--- config.mk ---
export PLATFORM = sky130hd
export DESIGN_NAME = tx_dma_ctrl
export DESIGN_NICKNAME = d
export VERILOG_FILES = /design/src/rtl/tx_dma_pkg.sv /design/src/rtl/tx_dma_regs.sv /design/src/rtl/tx_dma_seq.sv /design/src/rtl/tx_dma_irq.sv /design/src/rtl/tx_dma_ctrl.sv
export SDC_FILE = /design/constraint.sdc
export NUM_CORES = 1
export LEC_CHECK = 0
export BUFFER_PORTS_ARGS = -buffer_cell sky130_fd_sc_hd__buf_2
export CAP_MARGIN = 20
export CORE_MARGIN = 2
export CORE_UTILIZATION = 35
export CTS_CLUSTER_DIAMETER = 200
export DETAILED_ROUTE_END_ITERATION = 7
export GPL_ROUTABILITY_DRIVEN = 0
export SLEW_MARGIN = 0
export SYNTH_ARGS = -nofsm -noshare
export SYNTH_HDL_FRONTEND = slang
export SYNTH_SLANG_ARGS = --single-unit
--- constraint.sdc ---
create_clock -name clk_i -period 1.8 [get_ports clk_i]
set_input_delay 0.36 -clock clk_i [delete_from_list [all_inputs] [get_ports clk_i]]
set_output_delay 0.36 -clock clk_i [all_outputs]
set_load 0.02 [all_outputs]
--- src/rtl/tx_dma_pkg.sv ---
package tx_dma_pkg;
  typedef enum logic [1:0] {
    ST_IDLE  = 2'd0,
    ST_WAIT  = 2'd1,
    ST_FETCH = 2'd2,
    ST_HOLD  = 2'd3
  } tx_state_e;

  localparam logic [1:0] REG_CNT  = 2'd0;
  localparam logic [1:0] REG_ADR  = 2'd1;
  localparam logic [1:0] REG_CTL  = 2'd2;
  localparam logic [1:0] REG_DLY  = 2'd3;

  localparam int unsigned CTL_ERR_BIT  = 15;
  localparam int unsigned CTL_DONE_BIT = 7;
  localparam int unsigned CTL_IE_BIT   = 6;
  localparam int unsigned CTL_EN_BIT   = 0;
endpackage

--- src/rtl/tx_dma_regs.sv ---
module tx_dma_regs
  import tx_dma_pkg::*;
#(
  parameter int unsigned CNT_W = 10,
  parameter int unsigned AW    = 16,
  parameter int unsigned DW    = 16,
  parameter int unsigned DLY_W = 8
) (
  input  logic             clk_i,
  input  logic             rst_ni,
  input  logic             we_i,
  input  logic [1:0]       addr_i,
  input  logic [DW-1:0]    wdata_i,
  output logic [DW-1:0]    rdata_o,
  input  logic             adv_i,
  input  logic             fin_ok_i,
  input  logic             fin_urun_i,
  input  logic             fin_coll_i,
  output logic             start_o,
  output logic             en_o,
  output logic             ie_o,
  output logic             done_o,
  output logic             err_o,
  output logic             coll_o,
  output logic [CNT_W-1:0] cnt_o,
  output logic [AW-2:0]    adr_o,
  output logic [DLY_W-1:0] dly_o
);
  localparam int unsigned BA_W = AW - 1;
  localparam logic [CNT_W-1:0] CNT_ONE = CNT_W'(1);
  localparam logic [BA_W-1:0]  ADR_ONE = BA_W'(1);

  logic [CNT_W-1:0] cnt_q;
  logic [BA_W-1:0]  adr_q;
  logic [DLY_W-1:0] dly_q;
  logic             en_q, ie_q, done_q, err_q, coll_q;
  logic             ctl_wr, idle_wr;

  assign ctl_wr  = we_i && (addr_i == REG_CTL);
  assign idle_wr = we_i && !en_q;
  assign start_o = ctl_wr && wdata_i[CTL_EN_BIT] && !en_q;

  always_ff @(posedge clk_i or negedge rst_ni) begin
    if (!rst_ni) begin
      cnt_q <= '0;
      adr_q <= '0;
      dly_q <= '0;
    end else if (idle_wr) begin
      case (addr_i)
        REG_CNT: cnt_q <= wdata_i[CNT_W-1:0];
        REG_ADR: adr_q <= wdata_i[AW-1:1];
        REG_DLY: dly_q <= wdata_i[DLY_W-1:0];
        default: ;
      endcase
    end else if (adv_i) begin
      cnt_q <= cnt_q + CNT_ONE;
      adr_q <= adr_q + ADR_ONE;
    end
  end

  always_ff @(posedge clk_i or negedge rst_ni) begin
    if (!rst_ni) begin
      en_q   <= 1'b0;
      ie_q   <= 1'b0;
      done_q <= 1'b0;
      err_q  <= 1'b0;
      coll_q <= 1'b0;
    end else begin
      if (ctl_wr) ie_q <= wdata_i[CTL_IE_BIT];
      if (start_o) begin
        en_q   <= 1'b1;
        done_q <= 1'b0;
        err_q  <= 1'b0;
        coll_q <= 1'b0;
      end else if (fin_coll_i) begin
        en_q   <= 1'b0;
        err_q  <= 1'b1;
        coll_q <= 1'b1;
      end else if (fin_urun_i) begin
        en_q   <= 1'b0;
        err_q  <= 1'b1;
        done_q <= 1'b1;
      end else if (fin_ok_i) begin
        en_q   <= 1'b0;
        done_q <= 1'b1;
      end
    end
  end

  always_comb begin
    rdata_o = '0;
    case (addr_i)
      REG_CNT: rdata_o[CNT_W-1:0] = cnt_q;
      REG_ADR: rdata_o[AW-1:1]    = adr_q;
      REG_CTL: begin
        rdata_o[CTL_ERR_BIT]  = err_q;
        rdata_o[CTL_DONE_BIT] = done_q;
        rdata_o[CTL_IE_BIT]   = ie_q;
        rdata_o[CTL_EN_BIT]   = en_q;
      end
      default: rdata_o[DLY_W-1:0] = dly_q;
    endcase
  end

  assign en_o   = en_q;
  assign ie_o   = ie_q;
  assign done_o = done_q;
  assign err_o  = err_q;
  assign coll_o = coll_q;
  assign cnt_o  = cnt_q;
  assign adr_o  = adr_q;
  assign dly_o  = dly_q;
endmodule

--- src/rtl/tx_dma_seq.sv ---
module tx_dma_seq
  import tx_dma_pkg::*;
#(
  parameter int unsigned CNT_W = 10,
  parameter int unsigned AW    = 16,
  parameter int unsigned DW    = 16,
  parameter int unsigned DLY_W = 8
) (
  input  logic             clk_i,
  input  logic             rst_ni,
  input  logic             start_i,
  input  logic [CNT_W-1:0] cnt_i,
  input  logic [AW-2:0]    adr_i,
  input  logic [DLY_W-1:0] dly_i,
  input  logic             coll_i,
  input  logic             mem_gnt_i,
  input  logic [DW-1:0]    mem_rdata_i,
  input  logic             sink_ready_i,
  output logic             mem_req_o,
  output logic [AW-1:0]    mem_addr_o,
  output logic             sink_valid_o,
  output logic [DW-1:0]    sink_data_o,
  output logic             adv_o,
  output logic             fin_ok_o,
  output logic             fin_urun_o,
  output logic             fin_coll_o
);
  localparam logic [DLY_W-1:0] DLY_ONE = DLY_W'(1);

  tx_state_e        state_q;
  logic [DLY_W-1:0] dcnt_q;
  logic [DW-1:0]    buf_q;
  logic             stream_q;
  logic             busy, cnt_last, cnt_zero, wait_end;

  assign busy     = (state_q != ST_IDLE);
  assign cnt_last = &cnt_i;
  assign cnt_zero = (cnt_i == '0);
  assign wait_end = (state_q == ST_WAIT) && (dcnt_q == '0);

  assign fin_coll_o = busy && coll_i;
  assign adv_o      = (state_q == ST_HOLD) && sink_ready_i && !coll_i;
  assign fin_urun_o = (state_q == ST_FETCH) && stream_q && sink_ready_i && !coll_i;
  assign fin_ok_o   = !coll_i && ((wait_end && cnt_zero) || (adv_o && cnt_last));

  assign mem_req_o    = (state_q == ST_FETCH);
  assign mem_addr_o   = {adr_i, 1'b0};
  assign sink_valid_o = (state_q == ST_HOLD);
  assign sink_data_o  = buf_q;

  always_ff @(posedge clk_i or negedge rst_ni) begin
    if (!rst_ni) begin
      state_q  <= ST_IDLE;
      dcnt_q   <= '0;
      buf_q    <= '0;
      stream_q <= 1'b0;
    end else begin
      unique case (state_q)
        ST_IDLE: if (start_i) begin
          state_q  <= ST_WAIT;
          dcnt_q   <= dly_i;
          stream_q <= 1'b0;
        end
        ST_WAIT: begin
          if (coll_i)          state_q <= ST_IDLE;
          else if (wait_end)   state_q <= cnt_zero ? ST_IDLE : ST_FETCH;
          else                 dcnt_q  <= dcnt_q - DLY_ONE;
        end
        ST_FETCH: begin
          if (coll_i || fin_urun_o) state_q <= ST_IDLE;
          else if (mem_gnt_i) begin
            buf_q   <= mem_rdata_i;
            state_q <= ST_HOLD;
          end
        end
        ST_HOLD: begin
          if (coll_i) state_q <= ST_IDLE;
          else if (sink_ready_i) begin
            stream_q <= 1'b1;
            state_q  <= cnt_last ? ST_IDLE : ST_FETCH;
          end
        end
        default: state_q <= ST_IDLE;
      endcase
    end
  end
endmodule

--- src/rtl/tx_dma_irq.sv ---
module tx_dma_irq (
  input  logic ie_i,
  input  logic done_i,
  input  logic coll_i,
  output logic irq_done_o,
  output logic irq_coll_o
);
  assign irq_done_o = ie_i && done_i;
  assign irq_coll_o = ie_i && coll_i;
endmodule

--- src/rtl/tx_dma_ctrl.sv ---
module tx_dma_ctrl #(
  parameter int unsigned CNT_W = 10,
  parameter int unsigned AW    = 16,
  parameter int unsigned DW    = 16,
  parameter int unsigned DLY_W = 8
) (
  input  logic          clk_i,
  input  logic          rst_ni,
  input  logic          reg_we_i,
  input  logic [1:0]    reg_addr_i,
  input  logic [DW-1:0] reg_wdata_i,
  output logic [DW-1:0] reg_rdata_o,
  output logic          mem_req_o,
  output logic [AW-1:0] mem_addr_o,
  input  logic          mem_gnt_i,
  input  logic [DW-1:0] mem_rdata_i,
  output logic          sink_valid_o,
  output logic [DW-1:0] sink_data_o,
  input  logic          sink_ready_i,
  input  logic          coll_i,
  output logic          irq_done_o,
  output logic          irq_coll_o
);
  logic             start, adv, fin_ok, fin_urun, fin_coll;
  logic             csr_en, csr_ie, csr_done, csr_err, csr_coll;
  logic [CNT_W-1:0] cnt;
  logic [AW-2:0]    adr;
  logic [DLY_W-1:0] dly;

  tx_dma_regs #(.CNT_W(CNT_W), .AW(AW), .DW(DW), .DLY_W(DLY_W)) u_regs (
    .clk_i      (clk_i),
    .rst_ni     (rst_ni),
    .we_i       (reg_we_i),
    .addr_i     (reg_addr_i),
    .wdata_i    (reg_wdata_i),
    .rdata_o    (reg_rdata_o),
    .adv_i      (adv),
    .fin_ok_i   (fin_ok),
    .fin_urun_i (fin_urun),
    .fin_coll_i (fin_coll),
    .start_o    (start),
    .en_o       (csr_en),
    .ie_o       (csr_ie),
    .done_o     (csr_done),
    .err_o      (csr_err),
    .coll_o     (csr_coll),
    .cnt_o      (cnt),
    .adr_o      (adr),
    .dly_o      (dly)
  );

  tx_dma_seq #(.CNT_W(CNT_W), .AW(AW), .DW(DW), .DLY_W(DLY_W)) u_seq (
    .clk_i        (clk_i),
    .rst_ni       (rst_ni),
    .start_i      (start),
    .cnt_i        (cnt),
    .adr_i        (adr),
    .dly_i        (dly),
    .coll_i       (coll_i),
    .mem_gnt_i    (mem_gnt_i),
    .mem_rdata_i  (mem_rdata_i),
    .sink_ready_i (sink_ready_i),
    .mem_req_o    (mem_req_o),
    .mem_addr_o   (mem_addr_o),
    .sink_valid_o (sink_valid_o),
    .sink_data_o  (sink_data_o),
    .adv_o        (adv),
    .fin_ok_o     (fin_ok),
    .fin_urun_o   (fin_urun),
    .fin_coll_o   (fin_coll)
  );

  tx_dma_irq u_irq (
    .ie_i       (csr_ie),
    .done_i     (csr_done),
    .coll_i     (csr_coll),
    .irq_done_o (irq_done_o),
    .irq_coll_o (irq_coll_o)
  );
endmodule

==> flow_summary.toml <==
[die]
dieArea_um2 = 11800
rows = 38
initial_core_util = 0.356
fp.dieW_um = 109
ios = 92
core_um2 = 10700
die_h_um = 109

[synthesis]
synth_cell_types = 61
synth-main-ff-cell = "dfrtp_1"
synth_fa_ha_area_frac = 0.0327
syn-num-nets = 433
synthSimpleGateAreaFrac = 0.213
netlist_area_um2 = 3820
synth_top_family_by_area = "simple AND/OR/NAND/NOR gates"
synthCells = 383
ys_seq_elements = 65
synth.yosys.seq_area_share = 0.425
synth_top_area_share = 0.425
synth_edf_count = 0
synth_warnings = 0
synth_compound_area_frac = 0.184
async_flop_share = 1.00
synthMuxAreaShare = 0.102
synth_top_area_cell = "dfrtp_1"
synthXorXnorAreaFrac = 0
avgSynthCellArea_um2 = 9.99
yosys-top-cells-area = "dfrtp_1 43%, mux2_2 4.7%, mux2_4 3.9%"

[timing]
fmax_mhz = 553
fin_tns_setup_ns = -0.00932
clock_skew_ns = 0.0130
slew_viol_final = 0
setup_violations = 1
rsz0062_at_grt = "yes"
hold_viol = 0
fin_crit_sh = 1.01
setup_slack_ns = -0.00932
period_minus_slack_ns = 1.81

[setup_path]
reg2reg_depth = 4
rr_endpoint = "u_seq.dcnt_q[5]$_DFFE_PN0P_"
required_ns = 1.44
worst_setup_path_start_kind = "primary input"
worstPathArrival_ns = 1.45
timing.rr.start = "u_seq.state_q[1]$_DFFE_PN0P_"
critPathKind = "primary input to output pin"
crit_path_end_kind = "output pin"
r2r_slack_ns = 0.05
worstPathMaxFanout = 4

[grt]
grt.met2_usage = 0.335
grt_max_degree = 28
grt_use_met3 = 0.0404
overflow = 0
grt_use_total = 0.202
grt_pass1_vias = 3567
busiest_layer = "met2"
grt_pass1_wl_um = 18100
use_met1 = 0.260
antenna_found_initial = 0

[clocking]
clock_sinks = 65
cts_buffers = 9
clkTransAtPathRegs_ns = 0.08
insertion_delay_ns = 0.35
cts_buffer_depth = 2
cts_max_level = 3
clock-root-buffer = "clkbuf_8"
cts_tree = "yes"

[route]
ant_nets = 0
vias = 3732
routed_via_density = 5.44
drc = 0
drt_iter0_markers = 242
first_pass_iters = 4
wire_per_inst_um = 17.3
wirelength_um = 11800

[worst_hold_path]
hold_path.class = "primary input to flip-flop"
holdPathEnd = "u_seq.sink_data_o[2]$_DFFE_PN0P_"
whs_path_depth = 2
hp-start = "mem_rdata_i[2]"

[finish]
drive_above_1_share = 0.449
fillers = 1038
final_cells = 686
final_nets = 591
diodes = 0
syn_to_final_growth_pct = 39.4

[placed_design]
port_buffers = 90
dp_cells = 658
dp_slack_ns = -0.103
hpwl_um = 8800

[outcome]
violations = "negative setup slack"
status = "finished with violations"

[pwr]
internal-power_mw = 3.81
pwr-share-clk = 0.207
p_leak_nw = 2.56
switching_share = 0.394
switching_power_mw = 2.48
seq_power_share = 0.377
power.density_nw_per_um2 = 1180
ir_drop_uv = 532
combPwrFrac = 0.416

[flow_run]
drv_cap = 0
critical path, cell delays in order:
cell and delay [ns]:
buf_2 0.09, inv_1 0.10, ha_4 0.20, buf_4 0.14, a222oi_1 0.26, mux2i_1 0.13
buf_4 0.17
routing by layer:
metal / vias to the layer above / part of all wire
met5: - / 0
met3: 16 / 0.050
met4: 0 / 0.014
met1: 1846 / 0.44
met2: 108 / 0.50
li1: 1762 / -
cell usage in the layout, fill, tap and decap left out, drive strengths merged, types with 7 or more instances in the layout:
| master | n |
|---|---|
| buf | 165 |
| dfrtp | 65 |
| nand2 | 26 |
| mux2 | 26 |
| nor2 | 24 |
| nor3 | 22 |
| inv | 15 |
| a21oi | 15 |
| nand3 | 14 |
| and2 | 13 |
| a211oi | 12 |
| clkbuf | 10 |
| ha | 10 |
| o21ai | 10 |
| nand4 | 9 |
| a22oi | 9 |
| a311oi | 7 |
power groups by stage:
stage	combinational, mW	clock [mW]	sequential (mW)
after floorplan	1.20	0	2.48
after global routing	2.84	1.39	2.43
final	2.62	1.30	2.37
after detailed placement	2.35	0	2.39
after CTS	2.48	1.34	2.35
after global placement	2.31	0	2.37
how the worst max path moves through the flow:
stage | from | to | slack (ns) | cells after the start
after floorplan | reg_addr_i[0] | u_seq.dcnt_q[5]$_DFFE_PN0P_ | -0.08 | 7
after global placement | reg_addr_i[0] | u_seq.dcnt_q[5]$_DFFE_PN0P_ | -0.06 | 7
after global routing | u_regs.ie_o$_DFFE_PN0N_ | reg_rdata_o[6] | -0.06 | 3
final | reg_addr_i[0] | reg_rdata_o[7] | -0.009 | 7
after CTS | u_seq.dcnt_q[0]$_DFFE_PN0P_ | u_seq.dcnt_q[5]$_DFFE_PN0P_ | 0.006 | 7
after detailed placement | reg_addr_i[0] | u_regs.cnt_o[2]$_DFFE_PN0P_ | -0.10 | 8
stage by stage:
| stage | power, mW | instance area [um^2] | hold slack, ns | utilization |
|---|---|---|---|---|
| floorplan | 3.68 | 3830 | 0.0644 | - |
| finish | 6.29 | 5330 | 0.235 | 0.496 |
| CTS | 6.17 | 5180 | 0.216 | 0.482 |
| global placement | 4.68 | 4890 | 0.329 | 0.455 |
| detailed placement | 4.74 | 4890 | 0.329 | 0.455 |
| global route | 6.67 | 5330 | 0.219 | 0.496 |
cell type report:
cell class,instances,area [um^2],share of cell area
tap,140,175,0.0329
timing repair buffer,166,1100,0.207
multi-input combinational,284,2160,0.404
sequential,65,1630,0.307
inverter,15,56.3,0.0106
clock inverter,6,67.6,0.0127
clock buffer,10,138,0.0258
cells in the mapped netlist (all sizes together) (3+ instances only):
cell / count
a311oi: 7
mux2: 26
o21a: 4
nor2b: 6
o21ai: 10
nand3: 14
a21oi: 15
clkbuf: 9
nand4: 9
dfrtp: 65
ha: 10
o22ai: 4
nor4: 5
nand2b: 3
inv: 15
o221a: 4
mux2i: 6
nand2: 26
a22oi: 9
a31oi: 6
nor2: 24
nor3: 22
and2: 13
a221o: 3
a22o: 3
a21o: 4
and4: 6
buf: 10
a211oi: 12
cell families (layout without fill, tap and decap cells):
| logic type | count (synthesis) | in the layout |
|---|---|---|
| fa+ha+maj | 10 | 10 |
| simple gates | 145 | 145 |
| flops | 65 | 65 |
| buf+inv | 34 | 197 |
| compound gates | 96 | 96 |
| other cells | 1 | 1 |
| mux | 32 | 32 |
state kept, by name (all words and copies together) (netlist names):
name	count
u_regs.adr_o	15
u_regs.err_o	1
u_regs.cnt_o	10
u_seq.sink_data_o	16
u_regs.en_o	1
u_seq.state_q	2
u_regs.coll_o	1
u_regs.ie_o	1
u_seq.stream_q	1
u_regs.done_o	1
u_regs.dly_o	8
u_seq.dcnt_q	8
repair_timing:
action,4_1_cts,5_1_grt
hold buffers,1,0
endpoints found under the setup margin,16,39
buffers inserted,7,6
gates cloned,0,0
pin swaps,2,8
endpoints found under the hold margin,14,0
gates resized for setup,14,24
No activity file was read; power rests on OpenSTA's default activity.
